## src/rtl/irq_src_pkg.sv

```systemverilog
package irq_src_pkg;
   localparam int DATA_W = 8;
   typedef logic [DATA_W-1:0] host_byte_t;
endpackage

```

## src/rtl/irq_edge_sync.sv

```systemverilog
// Per-source synchronizer chain followed by a rising-edge detector.
module irq_edge_sync #(
   parameter int NSRC   = 8,
   parameter int STAGES = 2
) (
   input  logic            clk,
   input  logic            rst_n,
   input  logic [NSRC-1:0] async_i,
   output logic [NSRC-1:0] rise_o
);
   if (STAGES < 2) begin : g_bad_stages
      $error("irq_edge_sync: STAGES must be at least 2");
   end

   for (genvar b = 0; b < NSRC; b++) begin : g_bit
      logic [STAGES-1:0] chain_q;
      logic              prev_q;

      always_ff @(posedge clk) begin
         if (!rst_n) begin
            chain_q <= '0;
            prev_q  <= 1'b0;
         end else begin
            chain_q <= {chain_q[STAGES-2:0], async_i[b]};
            prev_q  <= chain_q[STAGES-1];
         end
      end

      assign rise_o[b] = chain_q[STAGES-1] & ~prev_q;
   end
endmodule

```

## src/rtl/irq_pend_bank.sv

```systemverilog
// Enable mask and per-source pending latches.
module irq_pend_bank #(
   parameter int              NSRC  = 8,
   parameter logic [NSRC-1:0] VALID = '1
) (
   input  logic            clk,
   input  logic            rst_n,
   input  logic [NSRC-1:0] rise_i,
   input  logic            wr_en,
   input  logic [NSRC-1:0] wr_bits,
   output logic [NSRC-1:0] en_o,
   output logic [NSRC-1:0] pend_o
);
   logic [NSRC-1:0] en_q;

   always_ff @(posedge clk) begin
      if (!rst_n)     en_q <= '0;
      else if (wr_en) en_q <= wr_bits & VALID;
   end

   for (genvar b = 0; b < NSRC; b++) begin : g_cell
      logic pend_q;
      logic kill;
      logic arm;

      assign kill = wr_en & ~wr_bits[b];
      assign arm  = rise_i[b] & en_q[b] & VALID[b];

      always_ff @(posedge clk) begin
         if (!rst_n)    pend_q <= 1'b0;
         else if (kill) pend_q <= 1'b0;
         else if (arm)  pend_q <= 1'b1;
      end

      assign pend_o[b] = pend_q;
   end

   assign en_o = en_q;
endmodule

```

## src/rtl/irq_src_reg.sv

```systemverilog
module irq_src_reg
   import irq_src_pkg::*;
#(
   parameter int                NSRC        = 8,
   parameter int                SYNC_STAGES = 2,
   parameter logic [DATA_W-1:0] VALID_MASK  = 8'hBF
) (
   input  logic              clk,
   input  logic              rst_n,
   input  logic [NSRC-1:0]   src_i,
   input  logic              wr_en,
   input  logic [DATA_W-1:0] wr_data,
   output logic [DATA_W-1:0] rd_data,
   output logic              irq_o
);
   localparam logic [NSRC-1:0] VALID_N = VALID_MASK[NSRC-1:0];

   if (NSRC < 1 || NSRC > DATA_W) begin : g_bad_nsrc
      $error("irq_src_reg: NSRC must lie in 1..DATA_W");
   end

   logic [NSRC-1:0] rise;
   logic [NSRC-1:0] en_q;
   logic [NSRC-1:0] pend;

   irq_edge_sync #(.NSRC(NSRC), .STAGES(SYNC_STAGES)) u_sync (
      .clk     (clk),
      .rst_n   (rst_n),
      .async_i (src_i),
      .rise_o  (rise)
   );

   irq_pend_bank #(.NSRC(NSRC), .VALID(VALID_N)) u_bank (
      .clk     (clk),
      .rst_n   (rst_n),
      .rise_i  (rise),
      .wr_en   (wr_en),
      .wr_bits (wr_data[NSRC-1:0]),
      .en_o    (en_q),
      .pend_o  (pend)
   );

   if (NSRC == DATA_W) begin : g_full
      assign rd_data = pend & VALID_N;
   end else begin : g_pad
      assign rd_data = {{(DATA_W-NSRC){1'b0}}, pend & VALID_N};
   end

   assign irq_o = |pend;
endmodule

```

## config.mk

```make
export PLATFORM = sky130hd
export DESIGN_NAME = irq_src_reg
export DESIGN_NICKNAME = d
export VERILOG_FILES = /design/src/rtl/irq_src_pkg.sv /design/src/rtl/irq_edge_sync.sv /design/src/rtl/irq_pend_bank.sv /design/src/rtl/irq_src_reg.sv
export SDC_FILE = /design/constraint.sdc
export NUM_CORES = 1
export LEC_CHECK = 0
export BUFFER_PORTS_ARGS = -buffer_cell sky130_fd_sc_hd__buf_4
export CORE_AREA = 5 5 64 66
export CTS_CLUSTER_DIAMETER = 50
export DETAILED_ROUTE_END_ITERATION = 12
export DIE_AREA = 0 0 69 71
export PLACE_DENSITY = 0.64
export SLEW_MARGIN = 30
export SYNTH_ARGS = -nofsm -noshare
export SYNTH_HDL_FRONTEND = slang
export SYNTH_HIERARCHICAL = 1
export SYNTH_SLANG_ARGS = --single-unit
```

## constraint.sdc

```tcl
create_clock -name clk -period 0.8 [get_ports clk]
set_input_delay 0.08 -clock clk [delete_from_list [all_inputs] [get_ports clk]]
set_output_delay 0.08 -clock clk [all_outputs]
set_load 0.02 [all_outputs]
```

# Word-level counts from Yosys, hierarchy flattened
# Index checks and enable logic that the tools add are counted.
[word_totals] register_bits=35 out_inout_bits=9 elab_cells=66
[op_classes] bitwise=36 reduce_logical=8
[op_table] cell="bitwise AND 1 bit" count=21
[op_table] cell="NOT 1 bit" count=15
[op_table] cell="OR reduction 2 bit" count=7
[op_table] cell="OR reduction 7 bit" count=1

# Longest topological paths before layout
# Gate-level depths: netlist of the first run.
[depth] word_depth=3 mapped_depth=3 depth_no_buf=3

# Hierarchy
# The synthesis of the first run kept the hierarchy.
[modules_own_cells] mod="irq_edge_sync" n_inst=1 cells_each=58 area_each_um2=714.4
[modules_own_cells] mod="irq_pend_bank" n_inst=1 cells_each=62 area_each_um2=600.6
[modules_own_cells] mod="irq_src_reg" n_inst=1 cells_each=5 area_each_um2=27.5

# Worst setup path before layout of the first run
# OpenSTA, ideal clock, no wires.
[synth_timing] path_type="flip-flop to output port" from="register u_bank.g_cell[1].pend_q" to="output irq_o" arrival_time_ns=0.870 t_required_ns=0.720 slack_ns=-0.150 stages_incl_launch_ff=4 path_buffers=1 cell_sequence="dfxtp_1 buf_4 nor4_1 nand2_1"
[synth_between] elab_chain_len=1
[synth_lines] element="from (decl)" line_no="irq_pend_bank.sv:22" rtl="logic pend_q;"
[synth_lines] element="from (signal assigned)" line_no="irq_pend_bank.sv:30" rtl="if (!rst_n) pend_q <= 1'b0;"
[synth_lines] element="from (signal assigned)" line_no="irq_pend_bank.sv:31" rtl="else if (kill) pend_q <= 1'b0;"
[synth_lines] element="from (signal assigned)" line_no="irq_pend_bank.sv:32" rtl="else if (arm) pend_q <= 1'b1;"
[synth_lines] element="OR reduction 7 bit" line_no="irq_src_reg.sv:49" rtl="assign irq_o = |pend;"
[synth_lines] element="to (decl)" line_no="irq_src_reg.sv:14" rtl="output logic irq_o"
# No other way between the ends.

# Final worst setup path of the first run
[layout_timing] from="register u_bank.g_cell[4].pend_q" to="output irq_o"
[layout_between] elab_chain_len=1
[layout_lines] element="from (decl)" line_no="irq_pend_bank.sv:22"
[layout_lines] element="from (signal assigned)" line_no="irq_pend_bank.sv:30"
[layout_lines] element="from (signal assigned)" line_no="irq_pend_bank.sv:31"
[layout_lines] element="from (signal assigned)" line_no="irq_pend_bank.sv:32"
[layout_lines] element="OR reduction 7 bit" line_no="irq_src_reg.sv:49"
# No other way between the ends.

==> results.sh, run 1 <==
export IMPL_status="finished, violations left"
export IMPL_violations="negative setup slack"
export IMPL_final_common_cell="dfxtp_1"
export IMPL_p_sw_uw=663
export IMPL_crit_path_cell_trace="nor4_4 -> nand2_1 -> buf_6"
export IMPL_syn_inst=117
export IMPL_min_from="wr_data[4]"
export IMPL_cp_slowest_stage_delay_ns=0.34
export IMPL_power_frac_clock_pct=27.2
export IMPL_max_cap_viol_count=0
export IMPL_grt_pass1_wl_mm=3.89
export IMPL_vias=861
export IMPL_cp_arrival_ns=1.15
export IMPL_cts_buffer_depth=2
export IMPL_antenna_found_initial=0
export IMPL_setup_violations=11
export IMPL_period_needed_ns=1.23
export IMPL_postRouteAntennaNets=0
export IMPL_slew_viol_final=0
export IMPL_synth_area_um2=1250
export IMPL_clock_sinks=35
export IMPL_die_w_um=69
export IMPL_synth_avg_cell_area_um2=10.7
export IMPL_setup_tns_ns=-1.95
export IMPL_numCtsBuffers=5
export IMPL_internal_power_uw=2330
export IMPL_drtIter0Drc=10
export IMPL_place_hpwl_mm=1.54
export IMPL_io_buffers=24
export IMPL_grt_ovfl_total=0
export IMPL_viasPerCell=4.18
export IMPL_crit_family="simple AND/OR/NAND/NOR gates"
export IMPL_first_pass_iters=4
export IMPL_grt_pass1_vias=879
export IMPL_reg2reg_to="u_bank/g_cell[7].pend_q"
export IMPL_ff2ff_path_depth=4
export IMPL_cp_slowest_cell="dfxtp_2"
export IMPL_irDropWorstVdd_v=0.000828
export IMPL_drt_total_wl_mm=2.31
export IMPL_fin_ws_ns=-0.431
export IMPL_fmax_mhz=812
export IMPL_r2r_slack_ns=-0.06
export IMPL_die_area_um2=4900
export IMPL_cp_required_ns=0.72
export IMPL_cts_tree="yes"
export IMPL_die_h_um=71
export IMPL_core_area_um2=3520
export IMPL_io_pins=28
export IMPL_swShare_pct=22.1
export IMPL_num_nets_final=178
export IMPL_worstReg2RegStart="u_bank/g_cell[7].pend_q"
export IMPL_startpoint_type="register"
export IMPL_final_cell_mix="dfxtp_1, buf_4, buf_6"
export IMPL_powerDensity_nw_per_um2=1650
export IMPL_hold_depth=3
export IMPL_drive_gt1_share_pct=48.7
export IMPL_antenna_cells=0
export IMPL_yosys_warnings=6
export IMPL_insertion_delay_ns=0.33
export IMPL_seqPwrFrac_pct=61.5
export IMPL_power_frac_comb_pct=11.3
export IMPL_crit_type="reg2out"
export IMPL_worst_clock_skew_ns=0.00422
export IMPL_hold_viol=0
export IMPL_gp_congestion=0.708
export IMPL_critPathBufInv=1
export IMPL_power_leakage_uw=0.000787
export IMPL_min_period_over_period_pct=154
export IMPL_wl_per_cell_um=11.2
export IMPL_initial_core_util_pct=35.4
export IMPL_grt_use_total_pct=10.2
export IMPL_postLayoutCoreUtil_pct=51.6
export IMPL_grt_max_degree=15
export IMPL_root_buffer="clkbuf_4"
export IMPL_worst_hold_path_type="in2reg"
export IMPL_drc=0
export IMPL_endpoint_kind="output port"
export IMPL_whs_endpoint="u_bank/en_o[4]"
export IMPL_syn_nets=136
export IMPL_htreeDepth=2
export IMPL_area_growth_synth_to_final_pct=45.6
export IMPL_rsz0062_at_grt="true"
export IMPL_fillers=330
export IMPL_rows=22
export IMPL_cts_clk_slew_worst_paths_ns=0.09
export IMPL_path_max_fanout=2
export IMPL_hold_ws_ns=0.0214
==> worst min-delay path: cells and delay by family <==
kind | cells | cell delay [ns]
buffers and inverters | 1 | 0.08
multiplexers | 1 | 0.06
AND/OR/NAND/NOR | 1 | 0.09
==> area by class of cell <==
class | count | area [µm²] | share of cell area, %
well taps | 48 | 60.1 | 3.31
clock buffers | 6 | 41.3 | 2.27
flip-flops and latches | 35 | 714 | 39.3
multi-input cells | 68 | 536 | 29.5
inverters | 1 | 3.75 | 0.207
repair buffers | 48 | 462 | 25.4
==> through the flow <==
step	instances	instance area, µm²	total power, µW	setup WS (ns)
3_5_place_dp	185	1470	2140	-0.0750
3_3_place_gp	185	1470	2120	-0.0677
6_report	206	1820	2990	-0.431
5_1_grt	206	1820	3150	-0.521
4_1_cts	205	1740	3030	-0.443
2_1_floorplan	117	1270	2030	-0.117
==> flip-flops by register name, summed over array words and instances (netlist names) <==
signal and count:
u_bank/g_cell.pend_q 7, u_bank/en_o 7, u_sync/g_bit.chain_q 14, u_sync/g_bit.prev_q 7
==> how the worst max path moves through the flow <==
stage / startpoint / endpoint / slack, ns / cells after the start
final: u_bank/g_cell[4].pend_q / irq_o / -0.43 / 3
after floorplan: u_bank/g_cell[4].pend_q / irq_o / -0.12 / 3
after detailed placement: u_bank/g_cell[4].pend_q / irq_o / -0.07 / 3
after global placement: u_bank/g_cell[4].pend_q / irq_o / -0.07 / 3
after global routing: u_bank/g_cell[4].pend_q / irq_o / -0.52 / 3
after CTS: u_bank/g_cell[4].pend_q / irq_o / -0.44 / 3
==> per-layer routing <==
layer  vias up  part of all wire, %  GRT usage (%)
met5         -                    0              0
met1       392                   39           10.2
li1        441                    -              -
met3         4                  5.6           4.97
met4         0                  1.5           4.56
met2        24                   54           17.8
==> what timing repair did <==
item	CTS	global route
pin swaps	2	5
resized for setup	28	18
endpoints found under the setup margin	12	15
hold buffers	13	0
endpoints found under the hold margin	11	0
setup buffers	3	2
==> power groups by stage <==
stage	Combinational, µW	Clock (µW)	Sequential [µW]
2_1_floorplan	166	0	1870
3_3_place_gp	253	0	1870
3_5_place_dp	261	0	1870
4_1_cts	326	870	1840
5_1_grt	373	925	1850
6_report	338	814	1840
Power figures use the tool's default switching activity.
==> run 2, diff against run 1 <==
CORE_AREA = 5 5 73 75   (was 5 5 64 66)
DIE_AREA = 0 0 78 80   (was 0 0 69 71)
PLACE_DENSITY = 0.52   (was 0.64)
SETUP_SLACK_MARGIN = 0.5   (was unset)
==> run 2 against run 1 <==
Against the previous run: the run ends with negative hold slack, negative setup slack left; via count fell by 4.3%; clock skew barely moved; utilization fell by 11 points; fmax rose by 5.8%; hold slack got worse by 0.022 ns; non-clock buffer count fell by 11; first-iteration DRC count rose to 3.7 times the previous value; die area rose by 27%; final cell count fell by 1.5%; combinational power fell by 2%; sequential cell count did not move; critical path depth did not move; largest power group unchanged.
==> results.sh, run 2 (synthesis gave the netlist of run 1 again) <==
export IMPL_grt_pass1_vias=831
export IMPL_io_pins=28
export IMPL_top_register="u_sync/g_bit.chain_q"
export IMPL_vias=824
export IMPL_gp_congestion=0.678
export IMPL_die_w_um=78
export IMPL_min_from="src_i[3]"
export IMPL_max_cap_viol_count=0
export IMPL_fmax_mhz=860
export IMPL_crit_path_cell_trace="nor4_2 -> nand2_1 -> buf_6"
export IMPL_startpoint_type="register"
export IMPL_worst_clock_skew_ns=0.00429
export IMPL_cts_clk_slew_worst_paths_ns=0.07
export IMPL_cp_slowest_stage_delay_ns=0.32
export IMPL_drtIter0Drc=37
export IMPL_core_area_um2=4600
export IMPL_viasPerCell=4.06
export IMPL_area_growth_synth_to_final_pct=50.6
export IMPL_power_leakage_uw=0.000818
export IMPL_worst_hold_path_type="in2reg"
export IMPL_cts_buffer_depth=2
export IMPL_hold_ws_ns=-0.000424
export IMPL_crit_type="reg2out"
export IMPL_critPathBufInv=1
export IMPL_grt_pass1_wl_mm=3.57
export IMPL_status="finished, violations left"
export IMPL_period_needed_ns=1.16
export IMPL_place_hpwl_mm=1.49
export IMPL_root_buffer="clkbuf_8"
export IMPL_ff2ff_path_depth=5
export IMPL_postLayoutCoreUtil_pct=40.8
export IMPL_final_common_cell="dfxtp_2"
export IMPL_layout_cells_non_filler=203
export IMPL_slew_viol_final=0
export IMPL_min_period_over_period_pct=145
export IMPL_cts_tree="yes"
export IMPL_final_cell_mix="dfxtp_2, buf_4, buf_6"
export IMPL_cp_num_cells=3
export IMPL_num_nets_final=167
export IMPL_largest_reg_flops=14
export IMPL_rsz0062_at_grt="true"
export IMPL_powerDensity_nw_per_um2=2130
export IMPL_fin_ws_ns=-0.363
export IMPL_hold_viol=3
export IMPL_io_buffers=24
export IMPL_rows=25
export IMPL_violations="negative hold slack, negative setup slack"
export IMPL_drive_gt1_share_pct=64.4
export IMPL_cp_required_ns=0.72
export IMPL_irDropWorstVdd_v=0.000889
export IMPL_die_area_um2=6240
export IMPL_insertion_delay_ns=0.28
export IMPL_postRouteAntennaNets=0
export IMPL_grt_use_total_pct=7.66
export IMPL_reg2reg_to="u_bank/g_cell[4].pend_q"
export IMPL_grt_max_degree=22
export IMPL_drt_total_wl_mm=2.18
export IMPL_initial_core_util_pct=27.1
export IMPL_hold_depth=2
export IMPL_grt_ovfl_total=0
export IMPL_antenna_cells=0
export IMPL_first_pass_iters=3
export IMPL_whs_endpoint="u_sync/g_bit[3].chain_q[0]"
export IMPL_htreeDepth=2
export IMPL_dp_cells=189
export IMPL_cp_arrival_ns=1.08
export IMPL_numCtsBuffers=5
export IMPL_worstReg2RegStart="u_bank/g_cell[4].pend_q"
export IMPL_antenna_found_initial=0
export IMPL_drc=0
export IMPL_fillers=447
export IMPL_endpoint_kind="output port"
export IMPL_die_h_um=80
export IMPL_crit_family="simple AND/OR/NAND/NOR gates"
export IMPL_path_max_fanout=2
export IMPL_clock_sinks=35
export IMPL_setup_violations=11
export IMPL_critPathLaunch="u_bank/g_cell[4].pend_q"
export IMPL_wl_per_cell_um=10.7
export IMPL_r2r_slack_ns=-0.13
export IMPL_cp_slowest_cell="dfxtp_2"
## run 2: routing by layer
| layer | up-vias | global-route usage, % | wire (µm) |
|---|---|---|---|
| li1 | 430 | - | - |
| met1 | 362 | 9.40 | 966 |
| met2 | 24 | 10.7 | 988 |
| met3 | 8 | 3.05 | 154 |
| met4 | 0 | 5.57 | 65 |
| met5 | - | 0 | 0 |
## run 2: layout make-up
| cell class | instances | area, µm² | share of cell area, % |
|---|---|---|---|
| multi-input combinational | 68 | 546 | 29.0 |
| tap | 54 | 67.6 | 3.60 |
| clock buffer | 6 | 72.6 | 3.86 |
| clock inverter | 2 | 60.1 | 3.20 |
| sequential | 35 | 734 | 39.1 |
| timing repair buffer | 37 | 394 | 21.0 |
| inverter | 1 | 3.75 | 0.200 |
## run 2: what timing repair did
item / in CTS / in global routing
setup endpoints to repair: 36 / 42
gates cloned: 0 / 2
gates resized for setup: 40 / 17
setup buffers: 2 / 2
hold endpoints to repair: 7 / 3
pin swaps: 5 / 10
## run 2: worst max path at each step
stage,endpoint
floorplan,irq_o
global placement,irq_o
detailed placement,irq_o
CTS,irq_o
global route,irq_o
finish,irq_o
## run 2: worst register-to-register path: stages (launching register included)
cell and delay [ns]:
dfxtp_2 0.32, buf_4 0.13, buf_6 0.11, buf_4 0.12, a21oi_2 0.11, nor3_2 0.04
## run 2: per-stage QoR
step                      total power [µW]  setup slack, ns  TNS, ns  hold slack, ns  instance area (µm²)
after global routing                  4190           -0.423    -1.72        -0.00884                 1880
final                                 4000           -0.363    -1.34       -0.000424                 1880
after floorplan                       2040           -0.117   -0.117           0.207                 1300
after detailed placement              2150          -0.0552  -0.0552           0.290                 1490
after CTS                             4030           -0.370    -1.30         -0.0129                 1750
after global placement                2140          -0.0607  -0.0607           0.289                 1490
## run 2: report_power, final
part | leakage (µW) | total (µW) | internal (µW) | switching, µW
registers | 0.000297 | 1850 | 1810 | 35.1
clock network | 0.0000654 | 1820 | 1240 | 579
logic | 0.000456 | 331 | 207 | 124
total | 0.000818 | 4000 | 3260 | 738
